**config.mk**
```make
export PLATFORM = sky130hd
export DESIGN_NAME = swp_unlock_gate
export DESIGN_NICKNAME = d
export VERILOG_FILES = /design/src/rtl/swp_pkg.sv /design/src/rtl/swp_key_match.sv /design/src/rtl/swp_gap_timer.sv /design/src/rtl/swp_page_track.sv /design/src/rtl/swp_unlock_fsm.sv /design/src/rtl/swp_unlock_gate.sv
export SDC_FILE = /design/constraint.sdc
export NUM_CORES = 1
export LEC_CHECK = 0
export ABC_CLOCK_PERIOD_IN_PS = 3900
export BUFFER_PORTS_ARGS = -buffer_cell sky130_fd_sc_hd__buf_4
export CORE_UTILIZATION = 57
export CTS_CLUSTER_DIAMETER = 50
export DETAILED_ROUTE_END_ITERATION = 12
export GPL_ROUTABILITY_DRIVEN = 0
export PLACE_DENSITY = 0.95
export SYNTH_ARGS = -nofsm -noshare
export SYNTH_HDL_FRONTEND = slang
export SYNTH_SLANG_ARGS = --single-unit
```
**constraint.sdc**
```tcl
create_clock -name clk -period 3.9 [get_ports clk]
set_clock_uncertainty 0.2 [all_clocks]
set_input_delay 0.78 -clock clk [delete_from_list [all_inputs] [get_ports clk]]
set_output_delay 0.78 -clock clk [all_outputs]
set_load 0.02 [all_outputs]
```
**src/rtl/swp_pkg.sv**
```systemverilog
package swp_pkg;

    typedef enum logic [2:0] {
        ST_IDLE = 3'd0,
        ST_KEY1 = 3'd1,
        ST_KEY2 = 3'd2,
        ST_LOAD = 3'd3,
        ST_BUSY = 3'd4
    } swp_state_e;

    localparam int KEY_STEPS = 3;

    localparam logic [15:0] KEY_ADDR_ODD  = 16'h1555;
    localparam logic [15:0] KEY_ADDR_EVEN = 16'h0AAA;

    typedef struct packed {
        logic store;
        logic start;
    } swp_act_t;

    // Address expected at each step of the unlock key
    function automatic logic [15:0] key_addr(input int step);
        return (step == 1) ? KEY_ADDR_EVEN : KEY_ADDR_ODD;
    endfunction

    // Data expected at each step of the unlock key
    function automatic logic [7:0] key_data(input int step);
        case (step)
            0:       return 8'hAA;
            1:       return 8'h55;
            default: return 8'hA0;
        endcase
    endfunction

    // States in which the byte-load window is running
    function automatic logic window_open(input swp_state_e s);
        return (s == ST_KEY1) || (s == ST_KEY2) || (s == ST_LOAD);
    endfunction

endpackage

```
**src/rtl/swp_key_match.sv**
```systemverilog
module swp_key_match
    import swp_pkg::*;
#(
    parameter int ADDR_W = 13,
    parameter int DATA_W = 8
) (
    input  logic [ADDR_W-1:0]    addr,
    input  logic [DATA_W-1:0]    data,
    output logic [KEY_STEPS-1:0] hit
);

    for (genvar i = 0; i < KEY_STEPS; i++) begin : g_step
        localparam logic [ADDR_W-1:0] STEP_ADDR = ADDR_W'(key_addr(i));
        localparam logic [DATA_W-1:0] STEP_DATA = DATA_W'(key_data(i));
        assign hit[i] = (addr == STEP_ADDR) && (data == STEP_DATA);
    end

endmodule

```
**src/rtl/swp_gap_timer.sv**
```systemverilog
module swp_gap_timer #(
    parameter int LIMIT = 5000
) (
    input  logic clk,
    input  logic rst,
    input  logic run,
    input  logic restart,
    output logic expire
);

    localparam int CW = (LIMIT < 2) ? 1 : $clog2(LIMIT + 1);

    logic [CW-1:0] cnt_q;

    always_ff @(posedge clk) begin
        if (rst || restart || !run) begin
            cnt_q <= '0;
        end else begin
            cnt_q <= cnt_q + 1'b1;
        end
    end

    // Fires on the LIMIT-th edge after the last write if no write comes then
    assign expire = run && !restart && (cnt_q == CW'(LIMIT - 1));

endmodule

```
**src/rtl/swp_page_track.sv**
```systemverilog
module swp_page_track #(
    parameter int PAGE_W = 7
) (
    input  logic              clk,
    input  logic              rst,
    input  logic              capture,
    input  logic [PAGE_W-1:0] page_in,
    output logic              same_page
);

    logic [PAGE_W-1:0] page_q;

    always_ff @(posedge clk) begin
        if (rst) begin
            page_q <= '0;
        end else if (capture) begin
            page_q <= page_in;
        end
    end

    assign same_page = (page_in == page_q);

endmodule

```
**src/rtl/swp_unlock_fsm.sv**
```systemverilog
module swp_unlock_fsm
    import swp_pkg::*;
(
    input  logic                 clk,
    input  logic                 rst,
    input  logic                 wr_stb,
    input  logic [KEY_STEPS-1:0] key_hit,
    input  logic                 same_page,
    input  logic                 gap_expired,
    input  logic                 cycle_done,
    output swp_state_e           state_q,
    output swp_act_t             act_q,
    output logic                 page_capture
);

    swp_state_e state_d;
    swp_act_t   act_d;
    logic       loaded_q;
    logic       loaded_d;

    always_comb begin
        state_d      = state_q;
        act_d        = '0;
        loaded_d     = loaded_q;
        page_capture = 1'b0;
        unique case (state_q)
            ST_IDLE: begin
                if (wr_stb) begin
                    if (key_hit[0]) begin
                        state_d = ST_KEY1;
                    end else begin
                        state_d     = ST_BUSY;
                        act_d.start = 1'b1;
                    end
                end
            end
            ST_KEY1: begin
                if (wr_stb) begin
                    if (key_hit[1]) begin
                        state_d = ST_KEY2;
                    end else begin
                        state_d     = ST_BUSY;
                        act_d.start = 1'b1;
                    end
                end else if (gap_expired) begin
                    state_d = ST_IDLE;
                end
            end
            ST_KEY2: begin
                if (wr_stb) begin
                    if (key_hit[2]) begin
                        state_d  = ST_LOAD;
                        loaded_d = 1'b0;
                    end else begin
                        state_d     = ST_BUSY;
                        act_d.start = 1'b1;
                    end
                end else if (gap_expired) begin
                    state_d = ST_IDLE;
                end
            end
            ST_LOAD: begin
                if (wr_stb) begin
                    if (!loaded_q) begin
                        act_d.store  = 1'b1;
                        page_capture = 1'b1;
                        loaded_d     = 1'b1;
                    end else if (same_page) begin
                        act_d.store = 1'b1;
                    end else begin
                        state_d     = ST_BUSY;
                        act_d.start = 1'b1;
                    end
                end else if (gap_expired) begin
                    if (loaded_q) begin
                        state_d     = ST_BUSY;
                        act_d.start = 1'b1;
                    end else begin
                        state_d = ST_IDLE;
                    end
                end
            end
            ST_BUSY: begin
                if (cycle_done) begin
                    state_d = ST_IDLE;
                end
            end
            default: begin
                state_d = ST_IDLE;
            end
        endcase
    end

    always_ff @(posedge clk) begin
        if (rst) begin
            state_q  <= ST_IDLE;
            act_q    <= '0;
            loaded_q <= 1'b0;
        end else begin
            state_q  <= state_d;
            act_q    <= act_d;
            loaded_q <= loaded_d;
        end
    end

endmodule

```
**src/rtl/swp_unlock_gate.sv**
```systemverilog
module swp_unlock_gate
    import swp_pkg::*;
#(
    parameter int ADDR_W     = 13,
    parameter int DATA_W     = 8,
    parameter int PAGE_BYTES = 64,
    parameter int BLC_CYCLES = 5000
) (
    input  logic              clk,
    input  logic              rst,
    input  logic              wr_stb,
    input  logic [ADDR_W-1:0] wr_addr,
    input  logic [DATA_W-1:0] wr_data,
    input  logic              cycle_done,
    output logic              store_o,
    output logic [ADDR_W-1:0] store_addr_o,
    output logic [DATA_W-1:0] store_data_o,
    output logic              start_timer_o,
    output logic              protected_o
);

    localparam int OFS_W  = $clog2(PAGE_BYTES);
    localparam int PAGE_W = ADDR_W - OFS_W;

    logic [KEY_STEPS-1:0] key_hit;
    logic                 same_page;
    logic                 gap_expired;
    logic                 page_capture;
    swp_state_e           state_q;
    swp_act_t             act_q;
    logic [ADDR_W-1:0]    addr_q;
    logic [DATA_W-1:0]    data_q;

    swp_key_match #(
        .ADDR_W(ADDR_W),
        .DATA_W(DATA_W)
    ) u_key (
        .addr(wr_addr),
        .data(wr_data),
        .hit (key_hit)
    );

    swp_gap_timer #(
        .LIMIT(BLC_CYCLES)
    ) u_gap (
        .clk    (clk),
        .rst    (rst),
        .run    (window_open(state_q)),
        .restart(wr_stb),
        .expire (gap_expired)
    );

    swp_page_track #(
        .PAGE_W(PAGE_W)
    ) u_page (
        .clk      (clk),
        .rst      (rst),
        .capture  (page_capture),
        .page_in  (wr_addr[ADDR_W-1:OFS_W]),
        .same_page(same_page)
    );

    swp_unlock_fsm u_fsm (
        .clk         (clk),
        .rst         (rst),
        .wr_stb      (wr_stb),
        .key_hit     (key_hit),
        .same_page   (same_page),
        .gap_expired (gap_expired),
        .cycle_done  (cycle_done),
        .state_q     (state_q),
        .act_q       (act_q),
        .page_capture(page_capture)
    );

    always_ff @(posedge clk) begin
        if (rst) begin
            addr_q <= '0;
            data_q <= '0;
        end else if (wr_stb) begin
            addr_q <= wr_addr;
            data_q <= wr_data;
        end
    end

    assign store_o       = act_q.store;
    assign start_timer_o = act_q.start;
    assign store_addr_o  = addr_q;
    assign store_data_o  = data_q;
    assign protected_o   = (state_q != ST_LOAD);

endmodule

```
Word level (Yosys, flattened, before mapping)

Cells that the tools add are included.

Bits in registers: 47
Input port bits: 25
Output and inout port bits: 24
Word-level logic and storage cells: 82

Add/sub/neg operators: 1
Equal/unequal tests: 20
Multiplexer cells: 35
Bitwise operators: 2
Reduce and logical (&&, ||, !) cells: 16

Operators with widths:

| kind                  | count |
|---|---|
| $mux 3                | 13 |
| $eq 13x13->1 const B  | 2 |
| $mux 1                | 19 |
| $eq 8x8->1 const B    | 2 |
| $pmux 3 s5            | 1 |
| $add 13x1->13 const B | 1 |
| $eq 13x12->1 const B  | 1 |
| $ne 2x2->1 const B    | 5 |
| $eq 8x7->1 const B    | 1 |
| $eq 7x7->1            | 1 |
| $eq 3x2->1 const B    | 2 |
| $ne 3x2->1 const B    | 2 |
| $ne 3x3->1 const B    | 2 |
| $logic_and 1x1->1     | 5 |
| $reduce_and 5->1      | 1 |
| $logic_or 1x1->1      | 4 |
| $pmux 1 s4            | 1 |
| $reduce_and 4->1      | 1 |
| $eq 3x1->1 const B    | 1 |
| $eq 3x3->1 const B    | 1 |
| $logic_not 3->1       | 1 |
| $reduce_or 3->1       | 1 |
| $logic_not 1->1       | 2 |
| $not 1->1             | 2 |
| other kinds (2)       | 2 |

Longest topological paths before layout

Depth after elaboration: 8
Depth in mapped cells: 6
Gate-level depth less buffers: 6

Modules after synthesis

Synthesis repeated with hierarchy kept, for this count alone.

Cells, all modules: 229
Area total of the unflattened synthesis: 2,198.4 um2

Modules (own cells, without submodules):

| module          | times used | cells an instance | area each (um2) | sequential area each (um2) |
|---|---|---|---|---|
| swp_unlock_gate | 1          | 71                | 767.0           | 420.4 |
| swp_gap_timer   | 1          | 65                | 590.6           | 260.2 |
| swp_unlock_fsm  | 1          | 44                | 372.9           | 120.1 |
| swp_page_track  | 1          | 31                | 324.1           | 140.1 |
| swp_key_match   | 1          | 18                | 143.9           | 0.0 |

Least setup slack after synthesis

Ideal clock, no wire load.

Path kind: input to register
From: input port wr_data[6]
To: register u_fsm.state_q[0]
Setup time: 96 ps
Arrival: 2,114 ps
Required time: 3,604 ps
Path slack: 1,491 ps
Stages on the path: 5
Path buffers: 0
Cells stage by stage: or4b_4 -> nor4_4 -> nand4_1 -> a311o_1 -> o41ai_2

Cells in the longest elaborated chain, start to end: 5
Elaborated cells between the ends (all ways): 9
Those cells by class: 2 x eq/ne; 5 x mux; 2 x reduce/logical

RTL lines:

| item                      | line                                       | RTL |
|---|---|---|
| start: declaration        | swp_unlock_gate.sv:13                      | `input logic [DATA_W-1:0] wr_data,` |
| $eq 8x8->1                | swp_key_match.sv:15                        | `assign hit[i] = (addr == STEP_ADDR) && (data == STEP_DATA);` |
| $logic_and 1x1->1         | swp_key_match.sv:15                        |  |
| $mux 3 (on tied branches) | swp_unlock_fsm.sv:51, swp_unlock_fsm.sv:29 |  |
| $mux 3 (on tied branches) | swp_unlock_fsm.sv:50, swp_unlock_fsm.sv:28 |  |
| $pmux 3 s5 *              | swp_unlock_fsm.sv:26                       | `unique case (state_q)` |
| end signal: assignment    | swp_unlock_fsm.sv:100                      | `state_q <= state_d;` |
| end: declaration          | swp_unlock_fsm.sv:11                       | `output swp_state_e state_q,` |

Every way passes the cells marked *; elsewhere a longest branch is shown, timed or not. The select of a mux whose other input is x is not followed.
A chain may end at the register's enable or synchronous reset.

Worst setup path in the final report

From: input port wr_stb
To: register u_fsm.state_q[0]

Cells in the longest elaborated chain, start to end: 6
Elaborated cells between the ends (all ways): 13
Those cells by class: 4 x eq/ne; 5 x mux; 4 x reduce/logical

RTL lines:

| item                           | line                                       | RTL |
|---|---|---|
| start: declaration             | swp_unlock_gate.sv:11                      | `input logic wr_stb,` |
| $logic_not 1->1                | swp_gap_timer.sv:24                        | `assign expire = run && !restart && (cnt_q == CW'(LIMIT - 1));` |
| $logic_and 1x1->1 (2 in a row) | swp_gap_timer.sv:24                        |  |
| $mux 3                         | -                                          |  |
| $mux 3 (on tied branches)      | swp_unlock_fsm.sv:50, swp_unlock_fsm.sv:38 |  |
| $pmux 3 s5                     | swp_unlock_fsm.sv:26                       |  |

Several ways; a longest one is shown, not always the timed one.

==> flow_metrics.tcl <==
set metrics [dict create \
    status "completed" \
    grt_use_total_pct 25.0 \
    io_pins 49 \
    cts_resized 0 \
    synth-compound-area-share_pct 10.0 \
    wl_per_cell_um 14.8 \
    coreArea_mm2 0.00344 \
    startpoint_type "input port" \
    cp.arrival_ns 2.51 \
    firstDrtPassIters 4 \
    grt_pass1_wl_um 7750 \
    routed_wl_um 4780 \
    setup_viol 0 \
    route.detailed.drc 0 \
    nets 302 \
    maxSlewViolCount 0 \
    finalNonFillerCells 323 \
    synthTopCellsByArea "dfxtp_1 (45%), mux2i_1 (10%), nor2_1 (7.3%), xor2_1 (6.2%), a21oi_1 (2.9%)" \
    drtAntennaViolNets 0 \
    htree_num_levels 2 \
    ys_ff_latch 47 \
    clockRootBuffer "clkbuf_8" \
    post-dp-hpwl_um 3480 \
    final_cell_area_mm2 0.00256 \
    hold_violations 0 \
    placed_cells 315 \
    cap_violations 0 \
    synthCells 230 \
    synth_warnings 0 \
    post_cts_buffers 0 \
    postCtsHoldBufs 0 \
    worst_pin_slew_ns 0.469 \
    overflow 0 \
    clk_path_buf_depth 2 \
    async_flop_share_pct 0 \
    reg2reg_from "u_fsm.state_q[1]$_SDFFE_PP0P_" \
    die_w_um 62.8 \
    max_freq_ghz 0.401 \
    power_mw 0.906 \
    min_from "u_gap.cnt_q[0]$_SDFF_PP0_" \
    critPathTopFamily "simple AND/OR/NAND/NOR gates" \
    synth_top_area_cell "dfxtp_1" \
    cp.required_ns 3.91 \
    vias_per_cell 5.80 \
    antenna_cells 0 \
    die-area_mm2 0.00394 \
    syn_area_mm2 0.00211 \
    crit_chain "buf_4 > nand4b_1 > nor2_1 > a21oi_1 > a311o_1 > o41ai_2" \
    dpl-instance-area_mm2 0.00248 \
    synth_xor_xnor_area_share_pct 7.07 \
    path_class "in2reg" \
    ff_latch_area_um2 941 \
    numPortBuffers 48 \
    tritoncts "built" \
    power_density_mw_per_mm2 353 \
    drtIter0Drc 152 \
    cp_num_buf_inv 1 \
    synth_top_family_by_area "simple AND/OR/NAND/NOR gates" \
    die_h_um 62.8 \
    synth_top_area_share_pct 44.7 \
    fin_crit_sh_pct 64.0 \
    finalSetupTns_ns 0 \
    numCtsBuffers 5 \
    mostFrequentLayoutCells "buf_4 (48), dfxtp_1 (47), nor2_1 (41), mux2i_1 (21), nand2_1 (16)" \
    grt_pass1_vias 1720 \
    ys.flop_type "dfxtp_1" \
    peakVddDrop_mv 0.292 \
    grt_start_max_net_pins 34 \
    crit_fanout 28 \
    syn_to_final_growth_pct 21.7 \
    synth_adder_area_share_pct 0.594 \
    hold_class "reg2reg" \
    cts_sinks 47 \
    multiInputGateArea_mm2 0.00110 \
    period_needed_ns 2.50 \
    cpPeakStageDelay_ns 0.50 \
    cp_slowest_cell "nor2_1" \
    antenna_found_initial 0 \
    rsz0062_at_grt "false" \
    drive_above_1_share_pct 22.0 \
    placementRows 21 \
    syn_nets 256 \
    fillers 247 \
    cp-end-kind "flip-flop" \
    synth_seq_area_share_pct 44.7 \
    synthMuxAreaShare_pct 9.98 \
    final_util_pct 74.5 \
    syn_avg_cell_area_um2 9.16 \
    synth-simple-area-share_pct 24.8 \
    synth.distinct_cells 41 \
    clk_latency_ns 0.30 \
    routed-via-count 1874 \
    initial_core_util_pct 61.2 \
    slew_headroom_pct 67.9 \
    p_leak_nw 1.06 \
    final_common_cell "buf_4" \
    cts.reportedPaths.clkPinSlew_ns 0.08 \
    synth-edff-count 0 \
    startpoint "wr_stb" \
]
[area by class of cell]
type,count,share of cell area [%]
clock inverters,2,0.488
multi-input cells,170,43.1
clock buffers,6,2.83
inverters,4,0.586
repair buffers,48,14.1
well taps,46,2.24
flip-flops and latches,47,36.7
[path summary, 6_finish.rpt]
kind	endpoint	slack, ns	depth (start not counted)
min	u_gap.cnt_q[0]$_SDFF_PP0_	0.26	1
max reg2reg	u_fsm.state_q[0]$_SDFFE_PP0P_	1.73	5
min reg2reg	u_gap.cnt_q[0]$_SDFF_PP0_	0.26	1
max	u_fsm.state_q[0]$_SDFFE_PP0P_	1.40	6
[cells in the mapped netlist (2+ instances only)]
library cell,number
mux2i_1,21
nand3b_1,2
a21oi_1,12
inv_1,4
o21ai_0,11
dfxtp_1,47
nor4b_1,2
nand2_1,16
xor2_1,15
xnor2_1,2
nor3_1,3
nor4_1,3
or4bb_1,4
or3_1,2
clkbuf_1,4
nand4_1,7
a31oi_1,2
nor2_1,41
buf_1,2
nand4b_1,3
buf_2,2
nand3_1,5
and2_1,2
[logic make-up after synthesis]
group                    after synthesis
multiplexers                          21
adder cells (fa/ha/maj)                1
buffers and inverters                 13
AND/OR/NAND/NOR                       97
AO/OA/AOI/OAI                         34
XOR/XNOR                              17
flip-flops                            47
[per-stage QoR]
stage / worst slack (ns) / hold slack, ns
2_1_floorplan: 1.49 / 0.218
3_3_place_gp: 1.19 / 0.236
3_5_place_dp: 1.12 / 0.254
4_1_cts: 1.43 / 0.266
5_1_grt: 1.24 / 0.283
6_report: 1.40 / 0.260
[state kept, by name, summed over array words and instances, names as in the netlist]
signal / cells
u_fsm.act_q: 2
u_gap.cnt_q: 13
store_data_o: 8
u_fsm.state_q: 3
u_page.page_q: 7
u_fsm.loaded_q: 1
store_addr_o: 13
[power by group]
group          total, mW  switching, mW  internal (mW)
sequential         0.503        0.00880          0.494
combinational      0.118         0.0638         0.0539
clock              0.286          0.160          0.125
[routing by layer]
metal,global-route usage [%],vias to the layer above,routed length [µm]
met2,43.1,59,2390
li1,-,910,-
met3,6.02,6,238
met1,29.5,899,2120
met5,0,-,0
met4,10.5,0,42
No activity file was read; power rests on OpenSTA's default activity.
